**config.mk**
```make
export PLATFORM = sky130hd
export DESIGN_NAME = ifw_buffer
export DESIGN_NICKNAME = d
export VERILOG_FILES = /design/src/rtl/ifw_pkg.sv /design/src/rtl/ifw_store.sv /design/src/rtl/ifw_window.sv /design/src/rtl/ifw_ctrl.sv /design/src/rtl/ifw_buffer.sv
export SDC_FILE = /design/constraint.sdc
export NUM_CORES = 2
export LEC_CHECK = 0
export BUFFER_PORTS_ARGS = -buffer_cell sky130_fd_sc_hd__buf_2
export CAP_MARGIN = 20
export CORE_UTILIZATION = 50
export DETAILED_ROUTE_END_ITERATION = 7
export GPL_TIMING_DRIVEN = 0
export PLACE_DENSITY = 0.79
export RECOVER_POWER = 50
export SLEW_MARGIN = 0
export SYNTH_ARGS = -nofsm -noshare
export SYNTH_HDL_FRONTEND = slang
export SYNTH_HIERARCHICAL = 1
export SYNTH_SLANG_ARGS = --single-unit
```
**constraint.sdc**
```tcl
create_clock -name clk -period 6.95 [get_ports clk]
set_input_delay 1.39 -clock clk [delete_from_list [all_inputs] [get_ports clk]]
set_output_delay 1.39 -clock clk [all_outputs]
set_load 0.03 [all_outputs]
```
**src/rtl/ifw_pkg.sv**
```systemverilog
package ifw_pkg;

  // Group count encoding: 0 and 1 mean one group, 2 two, 3 three or more.
  function automatic logic [1:0] post_jump_delay(input logic [1:0] groups,
                                                 input logic blk_x,
                                                 input logic tgt_x);
    case (groups)
      2'd2:    return {1'b0, blk_x & tgt_x};
      2'd3:    return 2'd0;
      default: return 2'(blk_x) + 2'(tgt_x);
    endcase
  endfunction

  // 1: first window snapped to the chunk line, 0: starts on the target.
  function automatic logic post_jump_aligned(input logic [1:0] groups,
                                             input logic blk_x,
                                             input logic tgt_x);
    case (groups)
      2'd2:    return blk_x & ~tgt_x;
      2'd3:    return 1'b0;
      default: return ~tgt_x;
    endcase
  endfunction

endpackage

```
**src/rtl/ifw_store.sv**
```systemverilog
module ifw_store #(
  parameter int ADDR_W = 32,
  parameter int CB     = 16
) (
  input  logic                clk,
  input  logic                rst_n,
  input  logic                flush,
  input  logic [ADDR_W-1:0]   flush_addr,
  input  logic                shift,
  input  logic                chunk_valid,
  input  logic [ADDR_W-1:0]   chunk_addr,
  input  logic [CB*8-1:0]     chunk_data,
  input  logic [CB-1:0]       chunk_starts,
  input  logic [CB-1:0]       chunk_jend,
  output logic                chunk_ready,
  output logic [ADDR_W-1:0]   base,
  output logic                held0,
  output logic                held1,
  output logic [2*CB*8-1:0]   pair_data,
  output logic [2*CB-1:0]     pair_starts,
  output logic [2*CB-1:0]     pair_jend
);
  localparam int BW = CB * 8;
  localparam logic [ADDR_W-1:0] LINE_MASK = ~ADDR_W'(CB - 1);

  logic [BW-1:0] d0, d1;
  logic [CB-1:0] s0, s1, j0, j1;
  logic [ADDR_W-1:0] want_addr;
  logic take;

  assign chunk_ready = ~(held0 & held1);
  assign want_addr   = held0 ? base + ADDR_W'(CB) : base;
  assign take        = chunk_valid & chunk_ready & ~flush & (chunk_addr == want_addr);

  assign pair_data   = {d1, d0};
  assign pair_starts = {s1, s0};
  assign pair_jend   = {j1, j0};

  always_ff @(posedge clk) begin
    if (!rst_n) begin
      held0 <= 1'b0;
      held1 <= 1'b0;
      base  <= '0;
      d0 <= '0; d1 <= '0; s0 <= '0; s1 <= '0; j0 <= '0; j1 <= '0;
    end else if (flush) begin
      held0 <= 1'b0;
      held1 <= 1'b0;
      base  <= flush_addr & LINE_MASK;
    end else if (shift) begin
      d0 <= d1; s0 <= s1; j0 <= j1;
      held0 <= held1;
      held1 <= 1'b0;
      base  <= base + ADDR_W'(CB);
    end else if (take) begin
      if (!held0) begin
        d0 <= chunk_data; s0 <= chunk_starts; j0 <= chunk_jend;
        held0 <= 1'b1;
      end else begin
        d1 <= chunk_data; s1 <= chunk_starts; j1 <= chunk_jend;
        held1 <= 1'b1;
      end
    end
  end
endmodule

```
**src/rtl/ifw_window.sv**
```systemverilog
module ifw_window #(
  parameter int CB = 16,
  localparam int OW = $clog2(CB)
) (
  input  logic [2*CB*8-1:0] pair_data,
  input  logic [2*CB-1:0]   pair_starts,
  input  logic [2*CB-1:0]   pair_jend,
  input  logic [OW-1:0]     off,
  output logic [CB*8-1:0]   win_data,
  output logic [CB-1:0]     win_bvalid,
  output logic [OW:0]       nxt_off
);
  logic          cut;
  logic [OW:0]   cut_pos;
  logic [OW:0]   last_start;
  logic [OW:0]   idx;

  always_comb begin
    cut        = 1'b0;
    cut_pos    = '0;
    last_start = '0;
    idx        = '0;
    win_data   = '0;
    win_bvalid = '0;
    for (int i = 0; i < CB; i++) begin
      idx = {1'b0, off} + (OW+1)'(i);
      win_data[i*8 +: 8] = pair_data[int'(idx)*8 +: 8];
      win_bvalid[i]      = ~cut;
      if (!cut && pair_jend[idx]) begin
        cut     = 1'b1;
        cut_pos = (OW+1)'(i);
      end
      if (i > 0 && pair_starts[idx]) last_start = (OW+1)'(i);
    end
    idx = {1'b0, off} + (OW+1)'(CB);
    if (cut)
      nxt_off = {1'b0, off} + cut_pos + 1'b1;
    else if (pair_starts[idx] || last_start == '0)
      nxt_off = idx;
    else
      nxt_off = {1'b0, off} + last_start;
  end
endmodule

```
**src/rtl/ifw_ctrl.sv**
```systemverilog
module ifw_ctrl #(
  parameter int CB = 16,
  localparam int OW = $clog2(CB)
) (
  input  logic          clk,
  input  logic          rst_n,
  input  logic          redir,
  input  logic [OW-1:0] redir_low,
  input  logic [1:0]    redir_groups,
  input  logic          redir_blk_x,
  input  logic          redir_tgt_x,
  input  logic          consume,
  input  logic [OW:0]   nxt_off,
  input  logic          both_held,
  output logic [OW-1:0] off,
  output logic          delay_busy
);
  import ifw_pkg::*;
  logic [1:0] dly;

  assign delay_busy = (dly != 2'd0);

  always_ff @(posedge clk) begin
    if (!rst_n) begin
      off <= '0;
      dly <= 2'd0;
    end else if (redir) begin
      off <= post_jump_aligned(redir_groups, redir_blk_x, redir_tgt_x) ? '0 : redir_low;
      dly <= post_jump_delay(redir_groups, redir_blk_x, redir_tgt_x);
    end else begin
      if (consume) off <= nxt_off[OW-1:0];
      if (both_held && delay_busy) dly <= dly - 2'd1;
    end
  end
endmodule

```
**src/rtl/ifw_buffer.sv**
```systemverilog
module ifw_buffer #(
  parameter int ADDR_W      = 32,
  parameter int CHUNK_BYTES = 16
) (
  input  logic                     clk,
  input  logic                     rst_n,
  input  logic                     chunk_valid,
  input  logic [ADDR_W-1:0]        chunk_addr,
  input  logic [8*CHUNK_BYTES-1:0] chunk_data,
  input  logic [CHUNK_BYTES-1:0]   chunk_starts,
  input  logic [CHUNK_BYTES-1:0]   chunk_jend,
  output logic                     chunk_ready,
  input  logic                     jmp_valid,
  input  logic [ADDR_W-1:0]        jmp_target,
  input  logic [1:0]               jmp_groups,
  input  logic                     jmp_blk_cross,
  input  logic                     jmp_tgt_cross,
  output logic                     win_valid,
  output logic [ADDR_W-1:0]        win_addr,
  output logic [8*CHUNK_BYTES-1:0] win_data,
  output logic [CHUNK_BYTES-1:0]   win_bvalid,
  input  logic                     win_consume
);
  localparam int OW = $clog2(CHUNK_BYTES);
  localparam int BW = CHUNK_BYTES * 8;

  logic [ADDR_W-1:0]       base;
  logic                    held0, held1;
  logic [2*BW-1:0]         pair_data;
  logic [2*CHUNK_BYTES-1:0] pair_starts, pair_jend;
  logic [OW-1:0]           off;
  logic [OW:0]             nxt_off;
  logic                    delay_busy;

  // Named events
  logic consume_evt;
  logic shift_evt;

  assign win_valid   = held0 & held1 & ~delay_busy & ~jmp_valid;
  assign consume_evt = win_valid & win_consume;
  assign shift_evt   = consume_evt & nxt_off[OW];
  assign win_addr    = base + ADDR_W'(off);

  ifw_store #(.ADDR_W(ADDR_W), .CB(CHUNK_BYTES)) u_store (
    .clk(clk), .rst_n(rst_n),
    .flush(jmp_valid), .flush_addr(jmp_target), .shift(shift_evt),
    .chunk_valid(chunk_valid), .chunk_addr(chunk_addr), .chunk_data(chunk_data),
    .chunk_starts(chunk_starts), .chunk_jend(chunk_jend), .chunk_ready(chunk_ready),
    .base(base), .held0(held0), .held1(held1),
    .pair_data(pair_data), .pair_starts(pair_starts), .pair_jend(pair_jend)
  );

  ifw_window #(.CB(CHUNK_BYTES)) u_window (
    .pair_data(pair_data), .pair_starts(pair_starts), .pair_jend(pair_jend),
    .off(off), .win_data(win_data), .win_bvalid(win_bvalid), .nxt_off(nxt_off)
  );

  ifw_ctrl #(.CB(CHUNK_BYTES)) u_ctrl (
    .clk(clk), .rst_n(rst_n),
    .redir(jmp_valid), .redir_low(jmp_target[OW-1:0]),
    .redir_groups(jmp_groups), .redir_blk_x(jmp_blk_cross), .redir_tgt_x(jmp_tgt_cross),
    .consume(consume_evt), .nxt_off(nxt_off), .both_held(held0 & held1),
    .off(off), .delay_busy(delay_busy)
  );
endmodule

```
# --- After elaboration in Yosys (flattened, before gate mapping) ---
# Cells that the tools add are included.
word_totals:
  regBits: 360
  out_inout_bits: 178
  in_bits: 233
classes:
  magnitude_cmp: 17
  n_eq_ne: 4
  shift: 16
  bitwise_logic: 31
  reduce_logical: 43
  mux: 135
  addsub: 23
op_table:
  columns: ["op", "n"]
  rows:
  - ["variable part select 256 x 9 -> 8 bit", 15]
  - ["two-way mux 128 bit", 3]
  - ["variable part select 256 x 8 -> 8 bit", 1]
  - ["binary-select mux 1 bit (select 5 bit)", 31]
  - ["two-way mux 5 bit", 30]
  - ["less-than comparator 5 x 6 -> 1 bit (second input constant)", 16]
  - ["two-way mux 16 bit", 6]
  - ["two-way mux 32 bit", 3]
  - ["two-way mux 1 bit", 54]
  - ["adder 4 x 4 -> 5 bit (second input constant)", 8]
  - ["adder 32 x 4 -> 32 bit", 1]
  - ["adder 32 x 5 -> 32 bit (second input constant)", 1]
  - ["== test 32 bit", 1]
  - ["inverter 1 bit", 21]
  - ["adder 4 x 3 -> 5 bit (second input constant)", 4]
  - ["logical AND 1 bit", 16]
  - ["zero test 1 bit", 15]
  - ["two-way mux 4 bit", 3]
  - ["adder 4 x 2 -> 5 bit (second input constant)", 2]
  - ["adder 4 x 5 -> 5 bit", 2]
  - ["AND 1 bit", 10]
  - ["nonzero test 2 bit", 5]
  - ["less-than comparator 4 x 6 -> 1 bit (second input constant)", 1]
  - ["adder 4 x 1 -> 5 bit (second input constant)", 1]
  - ["other kinds (17)", 19]

# --- Longest topological paths before layout ---
depth:
  word_depth: 54
  depth_mapped: 36
  mapped_depth_nobuf: 23

# --- Modules after synthesis ---
# The synthesis kept the hierarchy.
by_module_without_submodules:
  columns: ["mod", "area_each_um2", "seq_area_each_um2", "n_inst", "cells_each"]
  rows:
  - ["ifw_store", 16404.5, 7006.7, 1, 1618]
  - ["ifw_window", 13260.2, 0.0, 1, 1613]
  - ["ifw_buffer", 930.9, 0.0, 1, 113]
  - ["ifw_ctrl", 396.6, 120.1, 1, 47]

# --- Worst setup path before layout ---
# No wires, ideal clock.
synth_timing:
  path_type: "reg2reg"
  startpoint: "reg u_ctrl.off[0]"
  endpoint: "reg u_store.d0[100]"
  path_slack_ns: -1.364
  setup_ns: 0.116
  period_less_slack_ns: 8.314
  stages_incl_launch_ff: 34
  arrival_time_ns: 8.198
  path_cell_list: "dfxtp_1 > buf_2 > buf_4 > inv_2 > buf_2 > clkbuf_1 > clkbuf_1 > clkbuf_1 > clkbuf_1 > ha_1 > buf_6 > buf_2 > buf_2 > mux4_2 > mux2_2 > mux4_2 > nor3_1 > nand2_1 > or2_1 > clkbuf_1 > nor3_2 > and2_1 > a221o_1 > fa_1 > a21o_1 > a21oi_1 > mux2i_1 > and3_1 > clkbuf_1 > buf_1 > clkbuf_1 > mux2i_1 > o21ai_0 > o211a_1"
synth_between:
  elab_chain_cells: 54
synth_rtl:
  columns: ["item", "line_no", "source"]
  rows:
  - ["start: declaration", "ifw_ctrl.sv:15", "output logic [OW-1:0] off,"]
  - ["start signal: assignment", "ifw_ctrl.sv:28", "off <= post_jump_aligned(redir_groups, redir_blk_x, redir_tgt_x) ? '0 : redir_low;"]
  - ["start signal: assignment", "ifw_ctrl.sv:31", "if (consume) off <= nxt_off[OW-1:0];"]
  - ["parallel branches: the longest is 50 deep, another holds adder 4 x 1 -> 5 bit", null, null]
  - ["two-way mux 5 bit (*)", "ifw_window.sv:36", "if (cut)"]
  - ["named net nxt_off[4]", "ifw_buffer.sv:32", "logic [OW:0] nxt_off;"]
  - ["AND 1 bit (*)", "ifw_buffer.sv:41", "assign shift_evt = consume_evt & nxt_off[OW];"]
  - ["named net shift_evt", "ifw_buffer.sv:37", "logic shift_evt;"]
  - ["!= test 2 bit (no source line) / nonzero test 2 bit (equally long branches)", null, null]
  - ["AND reduction 3 bit (no source line)", null, null]
  - ["end signal: assignment", "ifw_store.sv:56", "d0 <= chunk_data; s0 <= chunk_starts; j0 <= chunk_jend;"]
  - ["end: declaration", "ifw_store.sv:26", "logic [BW-1:0] d0, d1;"]
# Mark *: on every way through the listed nets, which the timed path passes. The select of a mux whose other input is x is not followed.
# A chain may end at the register's enable or synchronous reset.

# --- Worst setup path after layout ---
layout_timing:
  startpoint: "reg u_ctrl.off[0]"
  endpoint: "reg u_store.d0[98]"
# The elaborated chain is that of the path after synthesis.

==> results.yml <==
setup_path:
  r2r_cells: 30
  r2r-start: "u_ctrl/off[0]"
  endpoint: "u_store/d0[98]"
  critPathSlowestCell: "mux4_2"
  r2r_slack_ns: -0.07
  end_kind: "flip-flop"
  critPathArrivalTime_ns: 7.49
  cp_slowest_stage_delay_ns: 0.52
  cp_max_fo: 18
  crit-reg2reg-capture: "u_store/d0[98]"
  crit_required_ns: 7.42
  critPathMostFrequentCell: "buf_12"
  critical_path.startpoint: "u_ctrl/off[0]"
  cp-start-kind: "flip-flop"
  critPathKind: "reg -> reg"
status:
  violations: "setup timing"
  status: "complete, but fails checks"
floorplan:
  start_util_pct: 51.0
  die_area_mm2: 0.0630
  core_mm2: 0.0608
  die_w_um: 251
  rows: 90
  ios: 411
  die_height_um: 251
clock_network:
  numCtsBuffers: 40
  path_clk_slew_ns: 0.07
  cts_tree: "yes"
  clk_path_buf_depth: 3
  htreeDepth: 2
  cts_root_buffer: "clkbuf_16"
  clk_latency_ns: 0.59
  cts_sinks: 356
yosys:
  ys_seq_elements: 356
  syn_avg_cell_area_um2: 9.14
  ys_warn_count: 6
  netlist_area_mm2: 0.0310
  ys.flop_type: "dfxtp_1"
  synth_edf_count: 0
  ys_async_sr_fraction_pct: 0
  synth-seq-area-share_pct: 23.0
  syn_inst: 3391
  synthTopCellsByArea: "dfxtp_1 23%, mux2i_1 17%, mux4_2 15%"
  synth_top_area_share_pct: 23.0
  synth.distinct_cells: 82
  yosysTopAreaCell: "dfxtp_1"
finish:
  drive_above_1_share_pct: 24.9
  nFillCells: 5045
  layout_commonest_cell: "mux2i_1"
  mostFrequentLayoutCells: "492 x mux2i_1, 371 x nand2_1, 355 x buf_2"
  area_delta_synth_final_pct: 20.5
  post-route-cell-area_mm2: 0.0374
  nNetsFinal: 4172
route:
  final_antenna_net_count: 0
  wl_met1_um: 63100
  wl_met3_um: 26300
  wl_um: 182000
  drcViolationCount: 0
  num_vias: 34300
  met2RoutedLength_um: 73900
  routed.top_layer: "met5"
  post_drt_via_cell_ratio: 7.22
  routedWlPerCell_um: 38.2
  first_pass_iters: 7
  first_iter_violations: 5987
global_routing:
  grt_use_total_pct: 55.8
  grt_first_pass_wirelength_um: 245000
  antenna_found_initial: 40
  grt_overflow_total: 0
  grt_max_degree: 19
  grt_pass1_vias: 32000
hold_path:
  hold_path_class: "reg -> reg"
power:
  p_per_area_mw_per_mm2: 158
  vdd_drop_max_v: 0.000196
  p_leak_nw: 15.7
  total_power_mw: 5.88
placement:
  placed_cell_area_mm2: 0.0342
  io_buffers: 409
  dp_hpwl_um: 141000
  place.gp.congestion: 1.13
  preCtsSetupSlack_ns: -3.38
sta:
  min_period_ns: 7.02
  relSlewSlack_pct: 14.3
  worst_slack_ns: -0.0719
  fmax_mhz: 142
  fin_crit_sh_pct: 101
  setup_viol: 34
  holdWs_ns: 0.504
  tns_ns: -0.885
  skew_ns: 0.0270
  final_max_slew_viol_count: 0
  hold_viol: 0
  tightest_slew_ns: 1.29
job:
  max_cap_violations: 0
[stage by stage]
stage	instances	utilization [%]
global route	4729	61.3
detailed placement	4592	56.3
CTS	4701	60.8
global placement	4585	56.1
floorplan	3394	-
finish	4753	61.4
[where the power goes]
| group | leakage [nW] | switching [mW] | internal, mW |
|---|---|---|---|
| registers | 2.87 | 0.0271 | 2.05 |
| logic | 12.2 | 1.04 | 0.493 |
| clock network | 0.669 | 0.942 | 1.34 |
| total | 15.7 | 2.01 | 3.88 |
[cells by family (layout without fill, tap and decap cells)]
family | count (synthesis) | count (layout) | share of synthesized area [%]
xor gates and xnor gates | 111 | 111 | 3.19
AOI/OAI and AO/OA | 743 | 743 | 15.9
adders and majority gates | 31 | 31 | 1.32
DFF | 356 | 356 | 23.0
other | 2 | 38 | 0.0242
and+or+nand+nor | 955 | 955 | 15.4
buffers and inverters | 368 | 912 | 5.56
muxes | 825 | 825 | 35.6
[worst min path at each step]
stage | start | slack (ns) | cells past startpoint | to
after floorplan | u_store/d0[0] | 0.47 | 1 | u_store/d0[0]
after global placement | u_store/d0[8] | 0.48 | 1 | u_store/d0[8]
after detailed placement | u_store/d0[2] | 0.49 | 1 | u_store/d0[2]
after CTS | u_store/d0[2] | 0.51 | 1 | u_store/d0[2]
after global routing | u_store/d0[2] | 0.53 | 1 | u_store/d0[2]
final | u_store/d0[2] | 0.50 | 1 | u_store/d0[2]
[synthesized netlist by cell type (20+ instances only)]
cell and number:
o211a_1 161, nand4_1 29, inv_1 43, mux2i_1 520, a211oi_1 56, buf_4 20
and2_1 37, a31oi_1 42, buf_2 41, nor3_1 30, mux2_1 20, clkbuf_1 194
buf_1 38, o21ai_0 274, xnor2_1 58, mux4_2 213, nand2_1 371, ha_1 28
nand3_1 23, a21oi_1 150, nor2_1 172, mux2_2 72, xor2_1 51, buf_6 26
nor2b_1 208, dfxtp_1 356
[area by class of cell]
class / instances / area (um2) / area share [%]
inverter: 46 / 191 / 0.513
clock inverter: 12 / 190 / 0.509
tap: 782 / 978 / 2.62
clock buffer: 60 / 1190 / 3.18
antenna: 33 / 82.6 / 0.221
multi-input combinational: 2670 / 22600 / 60.5
buffer: 313 / 2130 / 5.70
timing repair buffer: 481 / 2870 / 7.68
sequential: 356 / 7140 / 19.1
[metal layers]
layer,GRT usage (%),up-vias
li1,-,13600
met1,65.4,16600
met2,80.2,3153
met3,22.9,959
met4,44.7,22
met5,0.695,-
[state kept, by name (all words and copies together) (netlist names)]
name and flops:
u_store/held0 1, u_store/d0 128, u_store/j1 16, u_ctrl/dly 2, u_store/held1 1, u_store/base 28, u_ctrl/off 4, u_store/j0 16
u_store/s0 16, u_store/d1 128, u_store/s1 16
[worst max-delay path, delay by kind of cell, from the launching register on]
| kind | cells | cell delay, ns |
|---|---|---|
| and+or+nand+nor | 7 | 1.63 |
| adders and majority gates | 2 | 0.43 |
| AOI/OAI and AO/OA | 5 | 0.81 |
| buffers and inverters | 12 | 1.92 |
| muxes | 4 | 1.66 |
| DFF | 1 | 0.35 |
[repair_timing]
| item | CTS | global route |
|---|---|---|
| gates cloned | 10 | 4 |
| gates resized for setup | 227 | 89 |
| endpoints found under the setup margin | 496 | 378 |
| pin swaps | 11 | 18 |
| hold buffers | 0 | 0 |
| setup buffers | 29 | 21 |
(Power assumes the default switching activity.)
